[src/rtl/dbg_entry_pkg.sv]
package dbg_entry_pkg;

    // Width of the core activity code and of the merged source vector.
    localparam int CORE_ST_W = 2;
    localparam int NUM_SRC   = 3;

    typedef enum logic [CORE_ST_W-1:0] {
        CORE_RUN  = 2'b00,
        CORE_STOP = 2'b01,
        CORE_WAIT = 2'b10,
        CORE_RSVD = 2'b11
    } core_st_e;

    typedef enum logic [2:0] {
        ST_BOOT  = 3'd0,
        ST_RUN   = 3'd1,
        ST_ARMED = 3'd2,
        ST_ENTER = 3'd3,
        ST_HELD  = 3'd4,
        ST_READY = 3'd5
    } dbg_st_e;

endpackage

[src/rtl/dbg_req_merge.sv]
module dbg_req_merge
    import dbg_entry_pkg::*;
(
    input  logic clk,
    input  logic rst_n,
    input  logic dbg_req_i,
    input  logic sw_dbg_i,
    input  logic sw_cond_i,
    input  logic trace_zero_i,
    output logic boot_req_o,
    output logic run_evt_o
);

    logic [NUM_SRC-1:0] src_vec;
    logic               boot_req_q;

    // Index 0: host request, 1: qualified software request, 2: trace zero.
    assign src_vec[0] = dbg_req_i;
    assign src_vec[1] = sw_dbg_i & sw_cond_i;
    assign src_vec[2] = trace_zero_i;

    // All run-time sources collapse into one entry event.
    assign run_evt_o = |src_vec;

    // The host request is sampled on every reset edge.
    // The last sample before release decides direct entry.
    always_ff @(posedge clk) begin
        if (!rst_n) begin
            boot_req_q <= dbg_req_i;
        end else begin
            boot_req_q <= 1'b0;
        end
    end

    assign boot_req_o = boot_req_q;

endmodule

[src/rtl/dbg_entry_fsm.sv]
module dbg_entry_fsm
    import dbg_entry_pkg::*;
(
    input  logic    clk,
    input  logic    rst_n,
    input  logic    boot_req_i,
    input  logic    run_evt_i,
    input  logic    latch_i,
    input  logic    dbg_req_i,
    output dbg_st_e state_o,
    output logic    enter_next_o
);

    dbg_st_e state_q;
    dbg_st_e state_d;

    // State register
    always_ff @(posedge clk) begin
        if (!rst_n) begin
            state_q <= ST_BOOT;
        end else begin
            state_q <= state_d;
        end
    end

    // Next-state logic
    always_comb begin
        state_d = state_q;
        unique case (state_q)
            ST_BOOT:  state_d = boot_req_i ? ST_ENTER : ST_RUN;
            ST_RUN:   state_d = run_evt_i  ? ST_ARMED : ST_RUN;
            ST_ARMED: state_d = latch_i    ? ST_ENTER : ST_ARMED;
            ST_ENTER: state_d = dbg_req_i  ? ST_HELD  : ST_READY;
            ST_HELD:  state_d = dbg_req_i  ? ST_HELD  : ST_READY;
            ST_READY: state_d = ST_READY;
            default:  state_d = ST_BOOT;
        endcase
    end

    assign state_o      = state_q;
    assign enter_next_o = rst_n && (state_d == ST_ENTER);

    // Armed without a latch strobe stays armed.
    assert_wait_for_latch_R3: assert property (@(posedge clk) disable iff (!rst_n)
        (state_q == ST_ARMED && !latch_i) |=> (state_q == ST_ARMED));

    // A request captured in reset leads straight to the acknowledge state.
    assert_boot_direct_R2: assert property (@(posedge clk) disable iff (!rst_n)
        (state_q == ST_BOOT && boot_req_i) |=> (state_q == ST_ENTER));

    // READY is reached only after the request was seen low.
    assert_ready_after_release_R10: assert property (@(posedge clk) disable iff (!rst_n)
        $rose(state_q == ST_READY) |-> !$past(dbg_req_i));

    // Once in debug mode the machine never returns to a running state.
    assert_debug_sticky_R9: assert property (@(posedge clk) disable iff (!rst_n)
        (state_q == ST_HELD || state_q == ST_READY) |=>
        (state_q == ST_HELD || state_q == ST_READY));

endmodule

[src/rtl/dbg_ack_pulse.sv]
module dbg_ack_pulse (
    input  logic clk,
    input  logic rst_n,
    input  logic enter_next_i,
    output logic dso_n_o
);

    logic ack_n_q;

    // Registered from the next state, so the low cycle lines up with ENTER.
    always_ff @(posedge clk) begin
        if (!rst_n) begin
            ack_n_q <= 1'b1;
        end else begin
            ack_n_q <= ~enter_next_i;
        end
    end

    assign dso_n_o = ack_n_q;

    assert_ack_one_cycle_R8: assert property (@(posedge clk) disable iff (!rst_n)
        !dso_n_o |=> dso_n_o);

endmodule

[src/rtl/dbg_entry_ctrl.sv]
module dbg_entry_ctrl
    import dbg_entry_pkg::*;
(
    input  logic                 clk,
    input  logic                 rst_n,
    input  logic                 dbg_req_i,
    input  logic [CORE_ST_W-1:0] core_state_i,
    input  logic                 sw_dbg_i,
    input  logic                 sw_cond_i,
    input  logic                 trace_zero_i,
    input  logic                 latch_i,
    input  logic                 cmd_start_i,
    output logic                 halt_o,
    output logic                 dso_n_o,
    output logic                 dbg_mode_o,
    output logic                 wake_o,
    output logic                 cmd_go_o
);

    logic    boot_req;
    logic    run_evt;
    logic    enter_next;
    logic    core_idle;
    dbg_st_e state;

    dbg_req_merge u_merge (
        .clk          (clk),
        .rst_n        (rst_n),
        .dbg_req_i    (dbg_req_i),
        .sw_dbg_i     (sw_dbg_i),
        .sw_cond_i    (sw_cond_i),
        .trace_zero_i (trace_zero_i),
        .boot_req_o   (boot_req),
        .run_evt_o    (run_evt)
    );

    dbg_entry_fsm u_fsm (
        .clk          (clk),
        .rst_n        (rst_n),
        .boot_req_i   (boot_req),
        .run_evt_i    (run_evt),
        .latch_i      (latch_i),
        .dbg_req_i    (dbg_req_i),
        .state_o      (state),
        .enter_next_o (enter_next)
    );

    dbg_ack_pulse u_ack (
        .clk          (clk),
        .rst_n        (rst_n),
        .enter_next_i (enter_next),
        .dso_n_o      (dso_n_o)
    );

    // Stop and wait are the only low-power codes; the reserved code counts as run.
    assign core_idle = (core_state_i == CORE_STOP) || (core_state_i == CORE_WAIT);

    // Output decode
    always_comb begin
        halt_o     = 1'b0;
        dbg_mode_o = 1'b0;
        wake_o     = 1'b0;
        cmd_go_o   = 1'b0;
        unique case (state)
            ST_BOOT: begin
                halt_o = 1'b1;
            end
            ST_RUN: begin
                halt_o = 1'b0;
            end
            ST_ARMED: begin
                wake_o = core_idle;
            end
            ST_ENTER, ST_HELD: begin
                halt_o     = 1'b1;
                dbg_mode_o = 1'b1;
            end
            ST_READY: begin
                halt_o     = 1'b1;
                dbg_mode_o = 1'b1;
                cmd_go_o   = cmd_start_i & ~dbg_req_i;
            end
            default: begin
                halt_o = 1'b1;
            end
        endcase
    end

    // The acknowledge only marks the first debug cycle.
    assert_ack_marks_entry_R8: assert property (@(posedge clk) disable iff (!rst_n)
        !dso_n_o |-> (dbg_mode_o && !$past(dbg_mode_o)));

    // Halt never drops while the request captured in reset is pending.
    assert_boot_no_run_R2: assert property (@(posedge clk) disable iff (!rst_n)
        boot_req |-> halt_o);

    // Wake-up is only given while the core is allowed to run.
    assert_wake_running_R4: assert property (@(posedge clk) disable iff (!rst_n)
        wake_o |-> (!halt_o && !dbg_mode_o && dso_n_o));

    // A forwarded command implies debug mode and a released request.
    assert_cmd_gated_R10: assert property (@(posedge clk) disable iff (!rst_n)
        cmd_go_o |-> (dbg_mode_o && dso_n_o && !$past(dbg_req_i)));

endmodule

[config.mk]
export PLATFORM = sky130hd
export DESIGN_NAME = dbg_entry_ctrl
export DESIGN_NICKNAME = d
export VERILOG_FILES = /design/src/rtl/dbg_entry_pkg.sv /design/src/rtl/dbg_req_merge.sv /design/src/rtl/dbg_entry_fsm.sv /design/src/rtl/dbg_ack_pulse.sv /design/src/rtl/dbg_entry_ctrl.sv
export SDC_FILE = /design/constraint.sdc
export NUM_CORES = 1
export LEC_CHECK = 0
export BUFFER_PORTS_ARGS = -buffer_cell sky130_fd_sc_hd__buf_2
export CAP_MARGIN = 30
export CORE_AREA = 2 2 39 41
export CTS_CLUSTER_SIZE = 28
export DETAILED_ROUTE_END_ITERATION = 16
export DIE_AREA = 0 0 41 43
export PLACE_DENSITY = 0.52
export SLEW_MARGIN = 20
export SYNTH_ARGS = -nofsm -noshare
export SYNTH_HDL_FRONTEND = slang
export SYNTH_SLANG_ARGS = --single-unit
[constraint.sdc]
create_clock -name clk -period 1.15 [get_ports clk]
set_input_delay 0.23 -clock clk [delete_from_list [all_inputs] [get_ports clk]]
set_output_delay 0.23 -clock clk [all_outputs]
set_load 0.1 [all_outputs]
==> results of run 1 <==
==> path summary, 6_finish.rpt <==
check | endpoint | cells past startpoint | startpoint
worst min register to register | u_ack.dso_n_o | 2 | u_merge.boot_req_o
worst max register to register | u_fsm.state_o[1] | 6 | u_fsm.state_o[1]
worst max-delay path | halt_o | 3 | u_fsm.state_o[1]
worst min-delay path | u_ack.dso_n_o | 2 | rst_n
==> cells by family (layout without fill, tap and decap cells) <==
logic type | Yosys count | count (layout)
compound gates | 6 | 6
xor+xnor | 1 | 1
buf+inv | 3 | 28
flops | 5 | 5
mux | 2 | 2
simple gates | 16 | 16
==> synthesized netlist by cell type <==
library cell  count
a211oi_1          1
a21o_1            1
a21oi_1           2
and2_1            1
and3_1            1
and3b_1           1
buf_2             1
buf_6             1
dfxtp_1           5
inv_1             1
mux2_2            1
mux2i_1           1
nand2_1           3
nand2b_1          2
nand2b_4          1
nand3_1           1
nor2_1            2
nor2b_1           1
nor3_1            3
o21ai_0           1
o22ai_1           1
xor2_1            1
==> cell type report <==
type | count | share of cell area, %
clock buffers | 4 | 4.393
well taps | 16 | 3.347
flip-flops and latches | 5 | 18.62
repair buffers | 23 | 36.19
multi-input cells | 25 | 36.82
inverters | 1 | 0.6276
==> timing repair <==
action,4_1_cts,5_1_grt
endpoints found under the setup margin,4,6
resized for setup,13,1
cloned,0,0
setup buffers,4,1
pin swaps,6,4
==> per-layer routing <==
metal | track usage (%) | vias up
li1 | - | 163
met1 | 11.58 | 153
met2 | 13.75 | 6
met3 | 3.141 | 0
met4 | 10.00 | 0
met5 | 0 | -
==> worst reg2reg max path: cells and delay by family (launching register included) <==
kind	cells	cell delay (ps)
and+or+nand+nor	2	260
buffers and inverters	3	390
DFF	1	360
AOI/OAI and AO/OA	1	60
==> registers in the layout, indices dropped and copies added, names as in the netlist <==
signal and cells:
u_fsm.state_o 3, u_merge.boot_req_o 1, u_ack.dso_n_o 1
==> power groups by stage <==
stage | registers [mW] | clock network [mW] | logic (mW)
2_1_floorplan | 0.238 | 0 | 0.289
3_3_place_gp | 0.236 | 0 | 0.451
3_5_place_dp | 0.237 | 0 | 0.452
4_1_cts | 0.236 | 0.213 | 0.529
5_1_grt | 0.243 | 0.226 | 0.569
6_report | 0.240 | 0.203 | 0.546
==> out/metrics.yaml, run 1 <==
status:
  outcome: "finished, violations left"
  violations: "setup timing"
timing:
  final_max_slew_viol_count: 0
  tightest_slew_ps: 276.6
  setup_viol_count_final: 5
  grt_setup_unrepaired: "yes"
  period_minus_slack_ps: 1360
  postLayoutSetupSlackWorst_ps: -209.5
  clock.fmax_mhz: 735.5
  layout_worst_path_cycle_share_pct: 118.2
  slew_headroom_pct: 81.45
  finalHoldViolCount: 0
  fin_hold_ws_ps: 206.3
  worst_skew_ps: 1.903
  setup-tns-final_ps: -758.6
final_layout:
  layout_common_cells: "buf_2 (9), buf_4 (8), buf_12 (5)"
  postLayoutCellArea_sq_um: 598.1
  final_cells: 74
  utilization_pct: 43.22
  multiInputGateArea_sq_um: 220.2
  num_antenna_cells: 0
  fillerInstances: 126
  final_layout_size_suffix_gt1_share_pct: 67.24
  most_common_cell_after_layout_fill_and_taps_aside: "buf_2"
  register_area_sq_um: 111.4
  design.final.nets: 69
  flow.area_growth_from_synthesis_pct: 114.3
worst_setup_path:
  critPathCaptureType: "primary output"
  timing.critical_path.arrival_ps: 1130
  worst-path-buf-inv: 1
  crit_chain: "nand2b_4 -> a21o_4 -> buf_12"
  slowest_delay_ps: 360
  timing.critical_path.slowest_stage_cell: "dfxtp_4"
  worstSetupPathType: "reg -> out"
  crit_required_ps: 920
  critical_path_peak_fanout: 5
  rrSetupSlack_ps: -20
  critical-path-top-delay-family: "flip-flops"
  worst_setup_path_start_kind: "flip-flop"
routing:
  drt_wl_total_microns: 720
  route.detailed.vias_per_inst: 4.351
  drtIter0Drc: 1
  detailroute.wirelength.met2_microns: 423
  maxUsedRoutingLayer: "met3"
  route.antenna.remaining_nets: 0
  wl_met3_microns: 13
  met1Wirelength_microns: 283
  post-route-drc-count: 0
  detailroute.via_count: 322
  firstDrtPassIters: 2
  drt-wirelength-per-cell_microns: 9.730
synth:
  synthXorXnorAreaFrac_pct: 3.139
  synth_top_area_share_pct: 35.87
  synth_seq_cells: 5
  synth-seq-area-share_pct: 35.87
  synth.distinct_cells: 22
  synth.yosys.warnings: 0
  synth_area_per_cell_sq_um: 8.455
  synth.top_cells.by_area: "dfxtp_1 (36%), nor3_1 (5.4%), nand2b_4 (4.9%)"
  mapped_cells: 33
  main_combinational_cell_family_by_area_after_synthesis: "simple AND/OR/NAND/NOR gates"
  synthMuxAreaShare_pct: 7.623
  synth.cell_area_sq_um: 279.0
  synth_area_in_compound_gates_pct: 13.00
  post_synth_fa_ha_maj_area_fraction_pct: 0
  cell_type_contributing_the_most_total_cell_area_after_synthesis: "dfxtp_1"
  synth_net_count: 43
  post_synth_and_or_nand_nor_area_fraction_pct: 33.18
floorplan:
  area_inside_the_core_boundary_sq_mm: 0.001384
  design.portCount: 15
  fp.dieArea_sq_mm: 0.001763
  floorplan.die.height_microns: 43
  fp-row-count: 14
  start_util_pct: 20.16
  chipWidth_microns: 41
pwr:
  p_comb_share_pct: 55.2
  vdd_drop_max_v: 0.0005095
  switching_share_pct: 39.84
  power.share.sequential_pct: 24.3
  p_leak_nw: 0.2599
  power.share.clock_pct: 20.5
  power.internal_uw: 594.6
  power.switching_uw: 393.8
  power_density_mw_per_mm2: 1653
  finalPower_uw: 988.4
run:
  cap_viol_max_count: 0
global_routing:
  largest_net_degree_at_the_start_of_global_routing: 6
  first_pass_grt_wire_length_microns: 1131
  grt_pass1_vias: 271
  grt.total_usage_pct: 10.14
  grt-ovfl-total: 0
  antenna_found_initial: 0
cts:
  cts.reportedPaths.clkPinSlew_ps: 40
  ctsHoldBuffers: 0
  tritoncts: "built"
  worst_skew_pair.late_latency_ps: 240
  ctsRootBufferMaster: "clkbuf_4"
  cts-htree-levels: 1
  cts_num_sinks: 5
  cts-root-to-sink-buffers: 2
  cts-buffers-inserted: 3
place:
  numPortBuffers: 14
  detailed_place_hpwl_microns: 539.5
  gp_congestion: 0.7584
  place_inst: 65
  preCtsSetupSlack_ps: -45.13
  placedInstanceArea_sq_um: 485.5
hold_path:
  hold_path.class: "in -> reg"
No activity file was read; power rests on OpenSTA's default activity.
==> inputs of run 2 (changes only) <==
ABC_AREA = 1   (was unset)
PLACE_DENSITY = 0.55   (was 0.52)
==> out/metrics.yaml, run 2 <==
cts:
  cts_num_sinks: 5  # unchanged
  cts.reportedPaths.clkPinSlew_ps: 40  # about the same
  worst_skew_pair.late_latency_ps: 240  # about the same
  cts-buffers-inserted: 3  # unchanged
  cts-htree-levels: 1  # unchanged
  ctsRootBufferMaster: "clkbuf_4"
  cts-root-to-sink-buffers: 2  # unchanged
  tritoncts: "built"
final_layout:
  number_of_flip_flops_in_the_largest_register: 3  # unchanged
  num_antenna_cells: 0  # unchanged
  design.final.nets: 87  # +26%
  most_common_cell_after_layout_fill_and_taps_aside: "buf_2"
  layout_common_cells: "buf_2 (9), buf_4 (8), nand2_1 (6), nor2_1 (6)"
  final_layout_size_suffix_gt1_share_pct: 63.16  # -4.1 points
  fillerInstances: 137  # +8.7%
  flow.area_growth_from_synthesis_pct: 103.5
synth:
  synth_most_common_cell: "nand2_1"
  mapped_cells: 51  # +55%
  synth_top_area_share_pct: 31.37  # -4.5 points
  synth_seq_cells: 5  # unchanged
  synth.yosys.warnings: 0  # unchanged
  synth.top_cells.by_area: "dfxtp_1 (31%), nand3_1 (13%), nand2_1 (12%)"
  synth.cell_area_sq_um: 319.1  # +14%
  main_flop_type_after_synthesis: "dfxtp_1"
  synth.distinct_cells: 14  # -36%
  synth_area_per_cell_sq_um: 6.256  # -26%
  synth-edff-count: 0  # unchanged
  netlist_top_cells_count: "nand2_1 (10), nand3_1 (8), nor2_1 (8)"
  cell_type_contributing_the_most_total_cell_area_after_synthesis: "dfxtp_1"
  synth_net_count: 61  # +42%
  synthArstFlopShare_pct: 0  # unchanged
  synth-seq-area-share_pct: 31.37  # -4.5 points
routing:
  post-route-drc-count: 0  # unchanged
  drtIter0Drc: 7  # +6
  detailroute.via_count: 389  # +21%
  drt_wl_total_microns: 822  # +14%
  firstDrtPassIters: 4  # +2
  route.detailed.vias_per_inst: 4.228  # -2.8%
  route.antenna.remaining_nets: 0  # unchanged
  drt-wirelength-per-cell_microns: 8.935  # -8.2%
pwr:
  finalPower_mw: 1.325  # +34%
  p_leak_nw: 0.3071  # +18%
  power.switching_uw: 645.5  # +64%
  power.share.clock_pct: 14.9  # -5.6 points
  power_density_mw_per_mm2: 2040  # +23%
  power.share.sequential_pct: 21.7  # -2.6 points
  switching_share_pct: 48.72  # +8.9 points
  p_comb_share_pct: 63.4  # +8.2 points
  vdd_drop_max_v: 0.001015  # +99%
  power.internal_uw: 679.3  # +14%
floorplan:
  floorplan.die.height_microns: 43  # unchanged
  chipWidth_microns: 41  # unchanged
  fp-row-count: 14  # unchanged
  design.portCount: 15  # unchanged
  start_util_pct: 23.06  # +2.9 points
  area_inside_the_core_boundary_sq_mm: 0.001384  # unchanged
  fp.dieArea_sq_mm: 0.001763  # unchanged
worst_setup_path:
  critical_path_peak_fanout: 6  # +1
  critPathCaptureType: "primary output"
  worst_setup_path_start_kind: "flip-flop"
  worstSetupPathType: "reg -> out"
  timing.critical_path.arrival_ps: 1080  # -50 ps
  crit_required_ps: 920  # about the same
timing:
  slew_headroom_pct: 83.10  # +1.6 points
  postLayoutSetupSlackWorst_ps: -156.1  # +53.42 ps
  finalHoldViolCount: 0  # unchanged
  worst_skew_ps: 3.296  # +1.393 ps
  layout_worst_path_cycle_share_pct: 113.6  # -4.6 points
  clock.fmax_mhz: 765.6  # +4.1%
  setup-tns-final_ps: -588.2  # +170.3 ps
  final_max_slew_viol_count: 0  # unchanged
  grt_setup_unrepaired: "yes"
  tightest_slew_ps: 251.8  # -24.88 ps
  setup_viol_count_final: 4  # -1
  period_minus_slack_ps: 1306  # -53.42 ps
global_routing:
  antenna_found_initial: 0  # unchanged
  grt_pass1_vias: 346  # +28%
  first_pass_grt_wire_length_microns: 1366  # +21%
  largest_net_degree_at_the_start_of_global_routing: 7  # +1
  grt-ovfl-total: 0  # unchanged
  grt.total_usage_pct: 11.48  # +1.3 points
place:
  gp_congestion: 0.7850  # +3.5%
  numPortBuffers: 14  # unchanged
  detailed_place_hpwl_microns: 608.3  # +13%
status:
  violations: "setup timing"
  outcome: "finished, violations left"
hold_path:
  hold_path.class: "in -> reg"
run:
  cap_viol_max_count: 0  # unchanged
==> run 2: cell count changes after synthesis, moves of 2 or more <==
cell / delta
inv_2: +5
nand2b_1: -2
nand3_1: +7
nor2_1: +6
inv_1: +4
nand2_1: +7
nor2_2: +3
nor3_1: -3
==> run 2: routing by layer <==
| layer | wire length [microns] | up-vias | GRT usage, % | part of all wire [%] |
|---|---|---|---|---|
| met3 | 83 | 0 | 6.283 | 10 |
| li1 | - | 208 | - | - |
| met2 | 448 | 15 | 16.56 | 55 |
| met5 | 0 | - | 0 | 0 |
| met1 | 290 | 166 | 14.94 | 35 |
| met4 | 0 | 0 | 2.000 | 0 |
==> run 2: power by group through the flow <==
stage / Clock [mW] / Combinational (mW) / Sequential (mW)
2_1_floorplan: 0 / 0.483 / 0.299
3_3_place_gp: 0 / 0.776 / 0.257
3_5_place_dp: 0 / 0.776 / 0.259
4_1_cts: 0.206 / 0.838 / 0.282
5_1_grt: 0.224 / 0.892 / 0.294
6_report: 0.197 / 0.839 / 0.288
==> run 2: area by class of cell <==
| type | instances | area (sq um) | area share, % |
|---|---|---|---|
| Multi-Input combinational cell | 35 | 240.2 | 36.99 |
| Timing Repair Buffer | 22 | 205.2 | 31.60 |
| Sequential cell | 5 | 111.4 | 17.15 |
| Inverter | 10 | 46.29 | 7.129 |
| Clock buffer | 4 | 26.28 | 4.046 |
| Tap cell | 16 | 20.02 | 3.083 |
==> run 2: cells by family after synthesis <==
family / synth area share (%)
and+or+nand+nor: 46.67
buffers and inverters: 15.30
DFF: 31.37
AOI/OAI and AO/OA: 3.921
xor gates and xnor gates: 2.746
==> run 2: path summary, 6_finish.rpt <==
| path | start | to | slack, ps | cells past startpoint |
|---|---|---|---|---|
| max | u_fsm.state_o[1] | dbg_mode_o | -160 | 5 |
| min | rst_n | u_merge.boot_req_o | 180 | 2 |
| max reg2reg | u_fsm.state_o[2] | u_fsm.state_o[0] | 50 | 8 |
| min reg2reg | u_merge.boot_req_o | u_fsm.state_o[1] | 560 | 2 |
==> run 2: per-stage QoR <==
step	hold slack, ps	cells	area [sq um]	setup slack [ps]	utilization, %
final	182.2	92	649.4	-156.1	46.93
after global routing	183.5	92	649.4	-231.0	46.93
after global placement	418.3	85	551.8	0.1468	39.87
after floorplan	302.4	51	360.3	-123.0	-
after detailed placement	430.4	85	551.8	-46.40	39.87
after CTS	179.2	92	641.9	-166.9	46.38
==> run 2: repair_timing <==
item / 4_1_cts / 5_1_grt
resized for setup: 13 / 1
hold buffers: 0 / 0
setup endpoints to repair: 4 / 4
pin swaps: 5 / 3
cloned: 0 / 0
buffers inserted: 3 / 0
==> run 2: critical path: stages, from the launching register on <==
cell and delay (ps):
dfxtp_4 400, nand2_4 80, nand2_4 70, nand2_4 50, clkinvlp_4 70, buf_12 160
